**src/rtl/kbd_pkg.sv**
```systemverilog
package kbd_pkg;
    localparam int ROW_W      = 3;
    localparam int COL_W      = 3;
    localparam int NCOL       = 2 ** COL_W;
    localparam int SCAN_LINES = 4;
    localparam int CODE_W     = 8;

    typedef enum logic [1:0] {
        S_OPEN   = 2'd0,
        S_LOCKED = 2'd1,
        S_ERROR  = 2'd2
    } kstate_t;

    typedef struct packed {
        logic             cntl;
        logic             shift;
        logic [ROW_W-1:0] row;
        logic [COL_W-1:0] col;
    } keycode_t;
endpackage

```
**src/rtl/kbd_prescaler.sv**
```systemverilog
module kbd_prescaler #(
    parameter int PRE_W   = 5,
    parameter int MIN_DIV = 2
) (
    input  logic             clk,
    input  logic             rst_n,
    input  logic [PRE_W-1:0] div_cfg,
    output logic             tick
);
    logic [PRE_W-1:0] cnt_q;
    logic [PRE_W-1:0] lim;

    always_comb begin
        if (div_cfg < PRE_W'(MIN_DIV)) lim = PRE_W'(MIN_DIV - 1);
        else                           lim = div_cfg - PRE_W'(1);
    end

    assign tick = (cnt_q >= lim);

    always_ff @(posedge clk or negedge rst_n) begin
        if (!rst_n)    cnt_q <= '0;
        else if (tick) cnt_q <= '0;
        else           cnt_q <= cnt_q + PRE_W'(1);
    end
endmodule

```
**src/rtl/kbd_scan_ctr.sv**
```systemverilog
module kbd_scan_ctr #(
    parameter int ROW_W = 3,
    parameter int COL_W = 3,
    parameter int LINES = 4
) (
    input  logic             clk,
    input  logic             rst_n,
    input  logic             tick,
    input  logic             decoded,
    output logic [ROW_W-1:0] row_q,
    output logic [COL_W-1:0] col_q,
    output logic             last_slot,
    output logic [LINES-1:0] scan_out
);
    localparam int DEC_W = $clog2(LINES);
    localparam logic [ROW_W-1:0] ROW_MAX_ENC = ROW_W'(2 ** ROW_W - 1);
    localparam logic [ROW_W-1:0] ROW_MAX_DEC = ROW_W'(LINES - 1);
    localparam logic [COL_W-1:0] COL_MAX     = COL_W'(2 ** COL_W - 1);

    logic [ROW_W-1:0] row_lim;
    logic             col_last;
    logic             row_last;

    assign row_lim   = decoded ? ROW_MAX_DEC : ROW_MAX_ENC;
    assign col_last  = (col_q == COL_MAX);
    assign row_last  = (row_q >= row_lim);
    assign last_slot = col_last && row_last;

    always_ff @(posedge clk or negedge rst_n) begin
        if (!rst_n) begin
            row_q <= '0;
            col_q <= '0;
        end else if (tick) begin
            if (col_last) begin
                col_q <= '0;
                row_q <= row_last ? '0 : row_q + ROW_W'(1);
            end else begin
                col_q <= col_q + COL_W'(1);
            end
        end
    end

    for (genvar g = 0; g < LINES; g++) begin : g_line
        if (g < ROW_W) begin : g_enc
            assign scan_out[g] = decoded ? (row_q[DEC_W-1:0] == DEC_W'(g)) : row_q[g];
        end else begin : g_pad
            assign scan_out[g] = decoded && (row_q[DEC_W-1:0] == DEC_W'(g));
        end
    end
endmodule

```
**src/rtl/kbd_fifo.sv**
```systemverilog
module kbd_fifo #(
    parameter int W     = 8,
    parameter int DEPTH = 8,
    localparam int PTR_W = $clog2(DEPTH),
    localparam int CNT_W = $clog2(DEPTH + 1)
) (
    input  logic             clk,
    input  logic             rst_n,
    input  logic             push,
    input  logic [W-1:0]     push_data,
    input  logic             pop,
    input  logic             clr,
    output logic [W-1:0]     rd_data,
    output logic [CNT_W-1:0] count,
    output logic             ovr,
    output logic             udr
);
    logic [W-1:0]     mem [DEPTH];
    logic [PTR_W-1:0] wr_ptr, rd_ptr;
    logic             full, empty, do_pop, do_push;

    assign full    = (count == CNT_W'(DEPTH));
    assign empty   = (count == '0);
    assign do_pop  = pop && !empty;
    assign do_push = push && (!full || do_pop);
    assign rd_data = mem[rd_ptr];

    function automatic logic [PTR_W-1:0] nxt(input logic [PTR_W-1:0] p);
        return (p == PTR_W'(DEPTH - 1)) ? '0 : p + PTR_W'(1);
    endfunction

    always_ff @(posedge clk) begin
        if (do_push) mem[wr_ptr] <= push_data;
    end

    always_ff @(posedge clk or negedge rst_n) begin
        if (!rst_n) begin
            wr_ptr <= '0;
            rd_ptr <= '0;
            count  <= '0;
            ovr    <= 1'b0;
            udr    <= 1'b0;
        end else begin
            if (do_push) wr_ptr <= nxt(wr_ptr);
            if (do_pop)  rd_ptr <= nxt(rd_ptr);
            unique case ({do_push, do_pop})
                2'b10:   count <= count + CNT_W'(1);
                2'b01:   count <= count - CNT_W'(1);
                default: count <= count;
            endcase
            if (push && full && !do_pop) ovr <= 1'b1;
            else if (clr)                ovr <= 1'b0;
            if (pop && empty)            udr <= 1'b1;
            else if (clr)                udr <= 1'b0;
        end
    end
endmodule

```
**src/rtl/kbd_scan_top.sv**
```systemverilog
module kbd_scan_top
    import kbd_pkg::*;
#(
    parameter int  PRE_W      = 5,
    parameter int  FIFO_DEPTH = 8,
    localparam int CNT_W      = $clog2(FIFO_DEPTH + 1)
) (
    input  logic                  clk,
    input  logic                  rst_n,
    input  logic [PRE_W-1:0]      prescale,
    input  logic                  scan_decoded,
    input  logic                  rollover_en,
    input  logic                  special_err_en,
    input  logic [NCOL-1:0]       ret_n,
    input  logic                  shift_key,
    input  logic                  cntl_key,
    input  logic                  rd_en,
    input  logic                  clr_status,
    output logic [SCAN_LINES-1:0] scan_out,
    output logic [CODE_W-1:0]     rd_data,
    output logic [CNT_W-1:0]      fifo_count,
    output logic                  irq,
    output logic                  ovr_flag,
    output logic                  udr_flag,
    output logic                  err_flag
);
    localparam int KEY_W = ROW_W + COL_W;
    localparam int NKEYS = 2 ** KEY_W;

    logic             tick, last_slot, end_scan;
    logic [ROW_W-1:0] row_q;
    logic [COL_W-1:0] col_q;
    logic [KEY_W-1:0] key_idx, lock_key_q;
    kstate_t          state_q, state_d;

    logic [1:0] deb_q [NKEYS];
    logic [1:0] old_cnt, new_cnt;
    logic       pressed, lock_block, eff_press, accept, push;
    logic       busy_slot, any_q, any_now;
    logic [1:0] busy_q, busy_now;
    keycode_t   code;

    kbd_prescaler #(.PRE_W(PRE_W), .MIN_DIV(2)) u_pre (
        .clk(clk), .rst_n(rst_n), .div_cfg(prescale), .tick(tick)
    );

    kbd_scan_ctr #(.ROW_W(ROW_W), .COL_W(COL_W), .LINES(SCAN_LINES)) u_scan (
        .clk(clk), .rst_n(rst_n), .tick(tick), .decoded(scan_decoded),
        .row_q(row_q), .col_q(col_q), .last_slot(last_slot), .scan_out(scan_out)
    );

    // Per-slot debounce evaluation
    always_comb begin
        key_idx    = {row_q, col_q};
        pressed    = !ret_n[col_q];
        lock_block = (state_q == S_LOCKED) && (key_idx != lock_key_q);
        eff_press  = pressed && !lock_block;
        old_cnt    = deb_q[key_idx];
        if (!eff_press)           new_cnt = 2'd0;
        else if (old_cnt == 2'd3) new_cnt = 2'd3;
        else                      new_cnt = old_cnt + 2'd1;
        accept    = tick && eff_press && (old_cnt == 2'd2);
        busy_slot = eff_press && (new_cnt == 2'd1 || new_cnt == 2'd2);
        any_now   = any_q || pressed;
        if (busy_slot && busy_q != 2'd2) busy_now = busy_q + 2'd1;
        else                             busy_now = busy_q;
        end_scan  = tick && last_slot;
        code      = '{cntl: cntl_key, shift: shift_key, row: row_q, col: col_q};
    end

    always_ff @(posedge clk or negedge rst_n) begin
        if (!rst_n) begin
            for (int i = 0; i < NKEYS; i++) deb_q[i] <= 2'd0;
        end else if (tick) begin
            deb_q[key_idx] <= new_cnt;
        end
    end

    always_ff @(posedge clk or negedge rst_n) begin
        if (!rst_n) begin
            any_q  <= 1'b0;
            busy_q <= 2'd0;
        end else if (end_scan) begin
            any_q  <= 1'b0;
            busy_q <= 2'd0;
        end else if (tick) begin
            any_q  <= any_now;
            busy_q <= busy_now;
        end
    end

    // Acceptance policy state machine: next state
    always_comb begin
        state_d = state_q;
        unique case (state_q)
            S_OPEN: begin
                if (!rollover_en && tick && eff_press && old_cnt == 2'd0)
                    state_d = S_LOCKED;
                else if (rollover_en && special_err_en && end_scan && busy_now == 2'd2)
                    state_d = S_ERROR;
            end
            S_LOCKED: if (end_scan && !any_now) state_d = S_OPEN;
            S_ERROR:  if (clr_status)           state_d = S_OPEN;
            default:  state_d = S_OPEN;
        endcase
    end

    // State register
    always_ff @(posedge clk or negedge rst_n) begin
        if (!rst_n) begin
            state_q    <= S_OPEN;
            lock_key_q <= '0;
        end else begin
            state_q <= state_d;
            if (state_q == S_OPEN && state_d == S_LOCKED) lock_key_q <= key_idx;
        end
    end

    // Outputs
    always_comb begin
        push     = accept && (state_q != S_ERROR);
        err_flag = (state_q == S_ERROR);
        irq      = (fifo_count != '0);
    end

    kbd_fifo #(.W(CODE_W), .DEPTH(FIFO_DEPTH)) u_fifo (
        .clk(clk), .rst_n(rst_n), .push(push), .push_data(code), .pop(rd_en),
        .clr(clr_status), .rd_data(rd_data), .count(fifo_count),
        .ovr(ovr_flag), .udr(udr_flag)
    );
endmodule

```
**config.mk**
```make
export PLATFORM = sky130hd
export DESIGN_NAME = kbd_scan_top
export DESIGN_NICKNAME = d
export VERILOG_FILES = /design/src/rtl/kbd_pkg.sv /design/src/rtl/kbd_prescaler.sv /design/src/rtl/kbd_scan_ctr.sv /design/src/rtl/kbd_fifo.sv /design/src/rtl/kbd_scan_top.sv
export SDC_FILE = /design/constraint.sdc
export NUM_CORES = 1
export LEC_CHECK = 0
export CORE_AREA = 8 8 174 176
export CTS_CLUSTER_SIZE = 30
export DETAILED_ROUTE_END_ITERATION = 16
export DIE_AREA = 0 0 182 184
export GPL_TIMING_DRIVEN = 0
export PLACE_DENSITY = 0.59
export SLEW_MARGIN = 0
export SYNTH_ARGS = -nofsm -noshare
export SYNTH_HDL_FRONTEND = slang
export SYNTH_SLANG_ARGS = --single-unit
```
**constraint.sdc**
```tcl
create_clock -name clk -period 5.5 [get_ports clk]
set_input_delay 1.375 -clock clk [delete_from_list [all_inputs] [get_ports clk]]
set_output_delay 1.375 -clock clk [all_outputs]
set_load 0.02 [all_outputs]
```
* Word level (Yosys, flattened, before mapping)
Memory sizes are Yosys's and may differ from the RTL's.
Cells that the tools add are included.
** Word-level totals
- Flip-flop bits (word level) :: 162
- Bits in latches :: 0
- RAM bits :: 64
- Memory bits (read-only) :: 0
- Input port bits :: 22
- Output and inout bits :: 20
- Word-level logic and storage cells :: 194
- Memories kept :: 1
** Memories
- u_fifo.mem :: words 8, bits a word 8, rd ports 1, clocked after memory_dff 0, wr ports 1, line kbd_fifo.sv:18 : logic [W-1:0] mem [DEPTH];
** Operators by class
- $add $sub $neg :: 10
- Multipliers :: 0
- Div/mod/pow operators :: 0
- $lt $le $gt $ge :: 6
- Eq/ne operators :: 20
- Shift operators :: 0
- Multiplexer cells :: 36
- Bitwise logic cells :: 1
- Reduce and logical (&&, ||, !) cells :: 44
** Operators with widths (number)
- 128-bit bitwise mux :: 1
- 1-bit logical AND :: 24
- 2-bit 2-to-1 mux :: 12
- 2-bit == test (second input constant) :: 8
- 3-bit 2-to-1 mux :: 5
- 3-bit by 1-bit adder with 3-bit output (second input constant) :: 4
- 2-bit binary-select mux with 6-bit select :: 1
- 2-bit demux with 6-bit select :: 1
- 1-bit 2-to-1 mux :: 11
- 2-bit by 1-bit == test with 1-bit output (second input constant) :: 5
- 5-bit 2-to-1 mux :: 2
- 3-bit == test (second input constant) :: 3
- 4-bit one-hot mux with 2 select lines :: 1
- 2-bit nonzero test :: 4
- 7-bit >= comparator (second input constant) :: 1
- 1-bit zero test :: 7
- 7-bit by 1-bit less-than comparator with 1-bit output (second input constant) :: 1
- 6-bit inverter with 7-bit output :: 1
- 2-bit zero test :: 3
- 6-bit != test :: 1
- 2-bit one-hot mux with 3 select lines :: 1
- 5-bit by 1-bit adder with 5-bit output (second input constant) :: 1
- 5-bit >= comparator :: 1
- 5-bit by 2-bit less-than comparator with 1-bit output (second input constant) :: 1
- other kinds (13) :: 17

* Depth between registers and ports, before layout
- Depth in word-level cells :: 19
- Depth in mapped cells :: 21
- Mapped depth without buffers :: 20

* Hierarchy
A second synthesis with hierarchy kept.
** Unflattened totals
- Cell total of the unflattened synthesis :: 920
- Area total of the unflattened synthesis :: 10737.8 um^2
** Modules (own cells, without submodules)
- kbd_scan_top :: instances 1, cells each 657, area each 6633.9 um^2, seq. area each 3478.3 um^2
- kbd_fifo :: instances 1, cells each 178, area each 3251.9 um^2, seq. area each 2222.1 um^2
- kbd_prescaler :: instances 1, cells each 46, area each 427.9 um^2, seq. area each 125.1 um^2
- kbd_scan_ctr :: instances 1, cells each 39, area each 424.2 um^2, seq. area each 150.1 um^2

* Least setup slack after synthesis
Ideal clock, no wire load.
- Path kind :: input -> register
- From :: input port prescale[0]
- To :: memory u_fifo.mem[4][0], enable pin
- Setup time :: 0.398 ns
- Arrival :: 4.525 ns
- Required time :: 5.102 ns
- Path slack :: 0.577 ns
- Stages on the path :: 14
- Buffers on the path :: 0
- Path through :: inv_1 ha_1 inv_1 nor3_1 a21oi_1 ha_1 a21o_1 a31oi_1 o21ai_2 nand4_1 or4_1 nor3_2 nand2_1 nor4b_1
** On the way
- Word-level cells in the longest chain between the ends :: 9
- Elaborated cells between the ends (all ways) :: 10
- Classes of those cells :: 1 x add/sub; 2 x order compare; 3 x mux; 4 x reduce/logical
** Ends and longest elaborated chain
- start, declared :: line kbd_scan_top.sv:10 : input logic [PRE_W-1:0] prescale,
- 5-bit by 1-bit subtractor with 5-bit output / 5-bit by 2-bit less-than comparator with 1-bit output (equally long branches) :: line kbd_prescaler.sv:15, kbd_prescaler.sv:14
- 5-bit 2-to-1 mux (*) :: line kbd_prescaler.sv:14 : if (div_cfg < PRE_W'(MIN_DIV)) lim = PRE_W'(MIN_DIV - 1);
- 5-bit >= comparator (*) :: line kbd_prescaler.sv:18 : assign tick = (cnt_q >= lim);
- 1-bit logical AND (*) (2 in series) :: line kbd_scan_top.sv:62 : accept = tick && eff_press && (old_cnt == 2'd2);
- 1-bit logical AND (*) :: line kbd_scan_top.sv:121 : push = accept && (state_q != S_ERROR);
- 1-bit logical AND (*) :: line kbd_fifo.sv:25 : assign do_push = push && (!full || do_pop);
- 1-bit 2-to-1 mux (*) :: line kbd_fifo.sv:33 : if (do_push) mem[wr_ptr] <= push_data;
- 1-bit 2-to-1 mux (not written as such) (*) :: line kbd_fifo.sv:33
- end, declared :: line kbd_fifo.sv:18
Mark *: on every way between the ends. The rest lies on a longest branch, timed or not.

* Final worst setup path
- From :: register u_scan.col_q[2]
- To :: register deb_q[117] in the netlist's numbering
** On the way
- Word-level cells in the longest chain between the ends :: 8
- Elaborated cells between the ends (all ways) :: 21
- Classes of those cells :: 1 x add/sub; 2 x order compare; 2 x eq/ne; 10 x mux; 1 x bitwise; 5 x reduce/logical
** Ends and longest elaborated chain
- start, declared :: line kbd_scan_ctr.sv:11 : output logic [COL_W-1:0] col_q,
- start signal, assigned :: line kbd_scan_ctr.sv:38 : col_q <= col_q + COL_W'(1);
- 6-bit inverter with 7-bit output (not written as such) :: line kbd_scan_top.sv:58, kbd_scan_top.sv:75
- 2-bit binary-select mux with 6-bit select :: line kbd_scan_top.sv:58 : old_cnt = deb_q[key_idx];
- 2-bit 2-to-1 mux (not written as such) (2 in series) :: line kbd_scan_top.sv:58
- 2-bit by 1-bit adder with 2-bit output / 2-bit == test (equally long branches) :: line kbd_scan_top.sv:61, kbd_scan_top.sv:60
- 2-bit 2-to-1 mux :: line kbd_scan_top.sv:60 : else if (old_cnt == 2'd3) new_cnt = 2'd3;
- 2-bit 2-to-1 mux :: line kbd_scan_top.sv:59 : if (!eff_press) new_cnt = 2'd0;
- 128-bit bitwise mux (*) :: line kbd_scan_top.sv:75 : deb_q[key_idx] <= new_cnt;
- end signal, assigned by index :: line kbd_scan_top.sv:75
- end, declared :: line kbd_scan_top.sv:36 : logic [1:0] deb_q [NKEYS];
Mark *: on every way between the ends. The rest lies on a longest branch, timed or not. The select of a mux whose other input is x is not followed.
A chain may end at the register's enable or synchronous reset.

==> impl_summary.log <==
[metrics] final estimated routing congestion in global placement: 0.8385
[metrics] Initial Utilization: 0.3934
[metrics] maximum number of pins on one net before global-route repair: 101
[metrics] Max Fanout on Critical Path: 12
[metrics] number of synthesized flops with an enable pin: 64
[metrics] number of global-route vias before repair: 7,376
[metrics] clk_lat worst skew: 0.52 ns
[metrics] required time of the critical path: 5.94 ns
[metrics] via count: 7,275
[metrics] largest cells by area after synthesis: dfrtp_1 (38%), edfxtp_1 (18%), mux2_2 (16%), mux4_2 (3.3%), ha_1 (2.4%)
[metrics] DR iter-0 viols: 551
[metrics] final cycle utilization of the critical path: 0.9125
[metrics] main flop type after synthesis: dfrtp_1
[metrics] relative max-transition margin: 0.1522
[metrics] Seq cells post-synth: 226
[metrics] final number of max-transition violations: 0
[metrics] vertical extent of the die: 184 um
[metrics] worst reg2reg path startpoint: u_scan.col_q[2]$_DFFE_PN0P_
[metrics] Slowest Stage Delay on Critical Path: 1.03 ns
[metrics] Async S/R FF share, synth: 0.7168
[metrics] Setup Viol. Count Final: 0
[metrics] number of rows in the core area: 61
[metrics] VDD IR max: 217.1 uV
[metrics] register area share after synthesis: 0.5528
[metrics] cell area after synthesis: 0.01081 mm2
[metrics] Synth Area per Inst: 12.88 um2
[metrics] power density relative to cell area: 491.8 mW/mm2
[metrics] share of cells above drive strength 1: 0.2624
[metrics] TritonCTS Buffers: 24
[metrics] placeable core area: 0.02748 mm2
[metrics] count of different cell masters after synthesis: 60
[metrics] TritonCTS clock tree: built
[metrics] Final Core Density: 0.4593
[metrics] Hold Path Sink: deb_q[12]$_DFFE_PN0P_
[metrics] final layout net count: 956
[metrics] critical path cell sequence: buf_2, nor2b_1, clkbuf_1, a22oi_1, o22ai_1, nor3_1, o211ai_1, nor4_1, a21oi_1, clkbuf_1, mux2_2
[metrics] Synthesis Warnings: 0
[metrics] mean routed wirelength per cell: 22.31 um
[metrics] global-route wire length before repair: 44,170 um
[metrics] clock root buffer: clkbuf_16
[metrics] number of antenna violations at the first check in global routing: 0
[metrics] clock transition at the register clock pins on the worst setup and hold paths after CTS: 0.06 ns
[metrics] WP data arrival: 5.46 ns
[metrics] setup repair after global routing missed its margin: no
[metrics] total I/O pin count: 42
[metrics] count of antenna diodes in the layout: 0
[metrics] net count after synthesis: 883
[metrics] Area growth syn-to-layout: 16.75%
[metrics] Total Die Area: 0.03349 mm2
[metrics] crit path kind: register to register
[metrics] area share of the largest cell type after synthesis: 0.3750
[metrics] Max Cap Viol: 0
[metrics] number of cells on the worst reg-to-reg path: 11
[metrics] class of the most critical hold timing path: register to register
[metrics] crit end category: register
[metrics] number of buffers and inverters on the critical path: 3
[metrics] post-route worst setup slack: 0.4813 ns
[metrics] number of cells traversed by the worst hold path: 1
[metrics] horizontal die dimension: 182 um
[metrics] minimum period implied by the final worst setup slack: 5.019 ns
[metrics] count of input and output buffers: 41
[metrics] CTS sink cnt: 226
[metrics] global routing usage summed across all routing layers: 0.1701
[metrics] First-pass DRT Iterations: 5
[metrics] most frequent cell on the critical path: clkbuf_1
[metrics] clk buf depth: 3
[metrics] Final HPWL DP: 19,430 um
[metrics] Critical-path top delay cell: a21oi_1
[metrics] synthesized instance count: 839
[metrics] Crit Reg-Reg Endpoint: deb_q[117]$_DFFE_PN0P_
[metrics] top cell family by delay on the critical path: compound AO/OA/AOI/OAI gates
[metrics] final count of hold timing violations: 0
[metrics] post-route ant nets: 0
[metrics] register-to-register setup slack: 0.48 ns
[metrics] run status: complete, no violations
[metrics] post-detailed-routing wire length: 28,460 um
[metrics] leakage component of the power: 5.317 nW
[metrics] Vias per Instance: 5.701
[metrics] transition time of the tightest slew-check pin: 1.272 ns
[metrics] total stage count of the critical path: 11
[metrics] setup clock skew after layout: 0.02416 ns
[metrics] number of H-tree levels: 1
[metrics] origin of the worst min-delay path: deb_q[12]$_DFFE_PN0P_
[metrics] critical path launch point type: register
[metrics] grt ovf: 0
[metrics] Highest Clock Rate: 0.1993 GHz
[metrics] DP Worst Slack: -0.6502 ns
[metrics] number of DRC violations after detailed routing: 0
[metrics] area leader, netlist: dfrtp_1
## cells in the mapped netlist (3+ instances only)
cell type and instances:
dfrtp_1 162, mux2_2 152, edfxtp_1 64, nand2_1 62
nor2_1 51, clkbuf_1 34, a22oi_1 26, a221oi_1 22
nor3_1 22, ha_1 21, inv_1 19, o21ai_0 17
mux4_2 16, mux2i_1 15, nand3_1 13, o22ai_1 11
a21oi_1 10, a21o_1 9, nor2b_1 9, and3_1 7
buf_2 7, nand2b_1 7, xor2_1 7, and2_1 6
xnor2_1 5, nand4_1 4, nor4_1 4, o22a_1 4
or3_1 4, a31oi_1 3, buf_1 3, nor3b_1 3
nor4b_1 3, o221ai_1 3, or2_2 3
## area by class of cell
type	count	area, um2
buffer	47	207.7
clock buffer	35	713.2
timing repair buffer	47	480.5
sequential	226	5976
multi-input combinational	546	4612
fill	2470	14860
clock inverter	9	122.6
inverter	20	75.07
tap	346	432.9
## worst reg2reg max path: cells and delay by family, from the launching register on
kind	cells	cell delay [ns]
AOI/OAI and AO/OA	4	2.01
buffers and inverters	3	1.50
DFF	1	0.66
muxes	1	0.26
and+or+nand+nor	3	0.51
## registers in the layout (all words and copies together), names as in the netlist
register       flops
u_fifo.ovr         1
u_fifo.count       4
busy_q             2
u_scan.row_q       3
lock_key_q         6
u_pre.cnt_q        5
u_fifo.wr_ptr      3
deb_q            128
u_fifo.rd_ptr      3
u_scan.col_q       3
u_fifo.mem        64
state_q            2
u_fifo.udr         1
any_q              1
## worst max-delay path by stage
stage                                startpoint                          end  slack, ns
floorplan                           prescale[0]   u_fifo.mem[4][0]$_DFFE_PP_       0.58
global placement                          rst_n  u_fifo.count[1]$_DFFE_PN0P_      -3.93
detailed placement                  prescale[1]   u_fifo.mem[6][7]$_DFFE_PP_      -0.65
CTS                                 prescale[1]  u_fifo.count[3]$_DFFE_PN0P_       0.23
global route                        prescale[1]  u_fifo.count[3]$_DFFE_PN0P_       0.16
finish              u_scan.col_q[2]$_DFFE_PN0P_       deb_q[117]$_DFFE_PN0P_       0.48
## cell families (layout without fill, tap and decap cells)
| kind of cell | after synthesis | after routing | synth area share |
|---|---|---|---|
| flops | 226 | 226 | 0.5528 |
| compound gates | 121 | 121 | 0.08149 |
| mux | 186 | 186 | 0.2125 |
| fa+ha+maj | 22 | 22 | 0.02616 |
| buf+inv | 67 | 158 | 0.02616 |
| simple gates | 205 | 205 | 0.09110 |
| xor+xnor | 12 | 12 | 0.009723 |
## per-stage QoR
step / cells / cell area [um2] / power, mW / hold WS, ns / TNS, ns
after global routing: 1276 / 12620 / 6.506 / 0.5185 / 0
after detailed placement: 1231 / 11760 / 4.509 / 0.4890 / -17.39
after global placement: 1226 / 11650 / 4.481 / 0.4739 / -681.60
after CTS: 1275 / 12600 / 6.216 / 0.5031 / 0
after floorplan: 839 / 10810 / 3.594 / 0.4547 / 0
final: 1276 / 12620 / 6.206 / 0.5054 / 0
## cells in the final DEF, fill, tap and decap left out, types with 11 or more instances in the layout
| cell | Yosys | final |
|---|---|---|
| nand3_1 | 13 | 13 |
| nand2_1 | 62 | 62 |
| clkbuf_1 | 34 | 39 |
| nor3_1 | 22 | 17 |
| clkdlybuf4s50_1 | 0 | 40 |
| mux2_2 | 152 | 152 |
| o21ai_0 | 17 | 17 |
| inv_1 | 19 | 19 |
| mux4_2 | 16 | 16 |
| edfxtp_1 | 64 | 64 |
| ha_1 | 21 | 21 |
| a221oi_1 | 22 | 22 |
| clkbuf_16 | 0 | 25 |
| mux2i_1 | 15 | 15 |
| nor2_1 | 51 | 51 |
| a22oi_1 | 26 | 26 |
| dfrtp_1 | 162 | 162 |
| o22ai_1 | 11 | 11 |
## repair_timing
item | in CTS | in global routing
hold endpoints to repair | 0 | 0
cloned | 0 | 0
buffers inserted | 0 | 1
pin swaps | 0 | 1
gates resized for setup | 2 | 1
hold buffers | 0 | 0
endpoints found under the setup margin | 16 | 36
## per-layer routing
metal | up-vias | global-route usage | wire length, um | part of all wire
met2 | 236 | 0.2859 | 13610 | 0.48
met5 | - | 0 | 0 | 0
met3 | 52 | 0.02767 | 1591 | 0.056
met1 | 3701 | 0.2233 | 12450 | 0.44
met4 | 0 | 0.05149 | 817 | 0.029
li1 | 3286 | - | - | -
## report_power, final
part | internal [mW] | switching, mW
Sequential | 1.95 | 0.195
Combinational | 0.858 | 1.50
Clock | 1.04 | 0.663
Total | 3.85 | 2.36
Note: power is estimated with default switching activity, not from simulation.
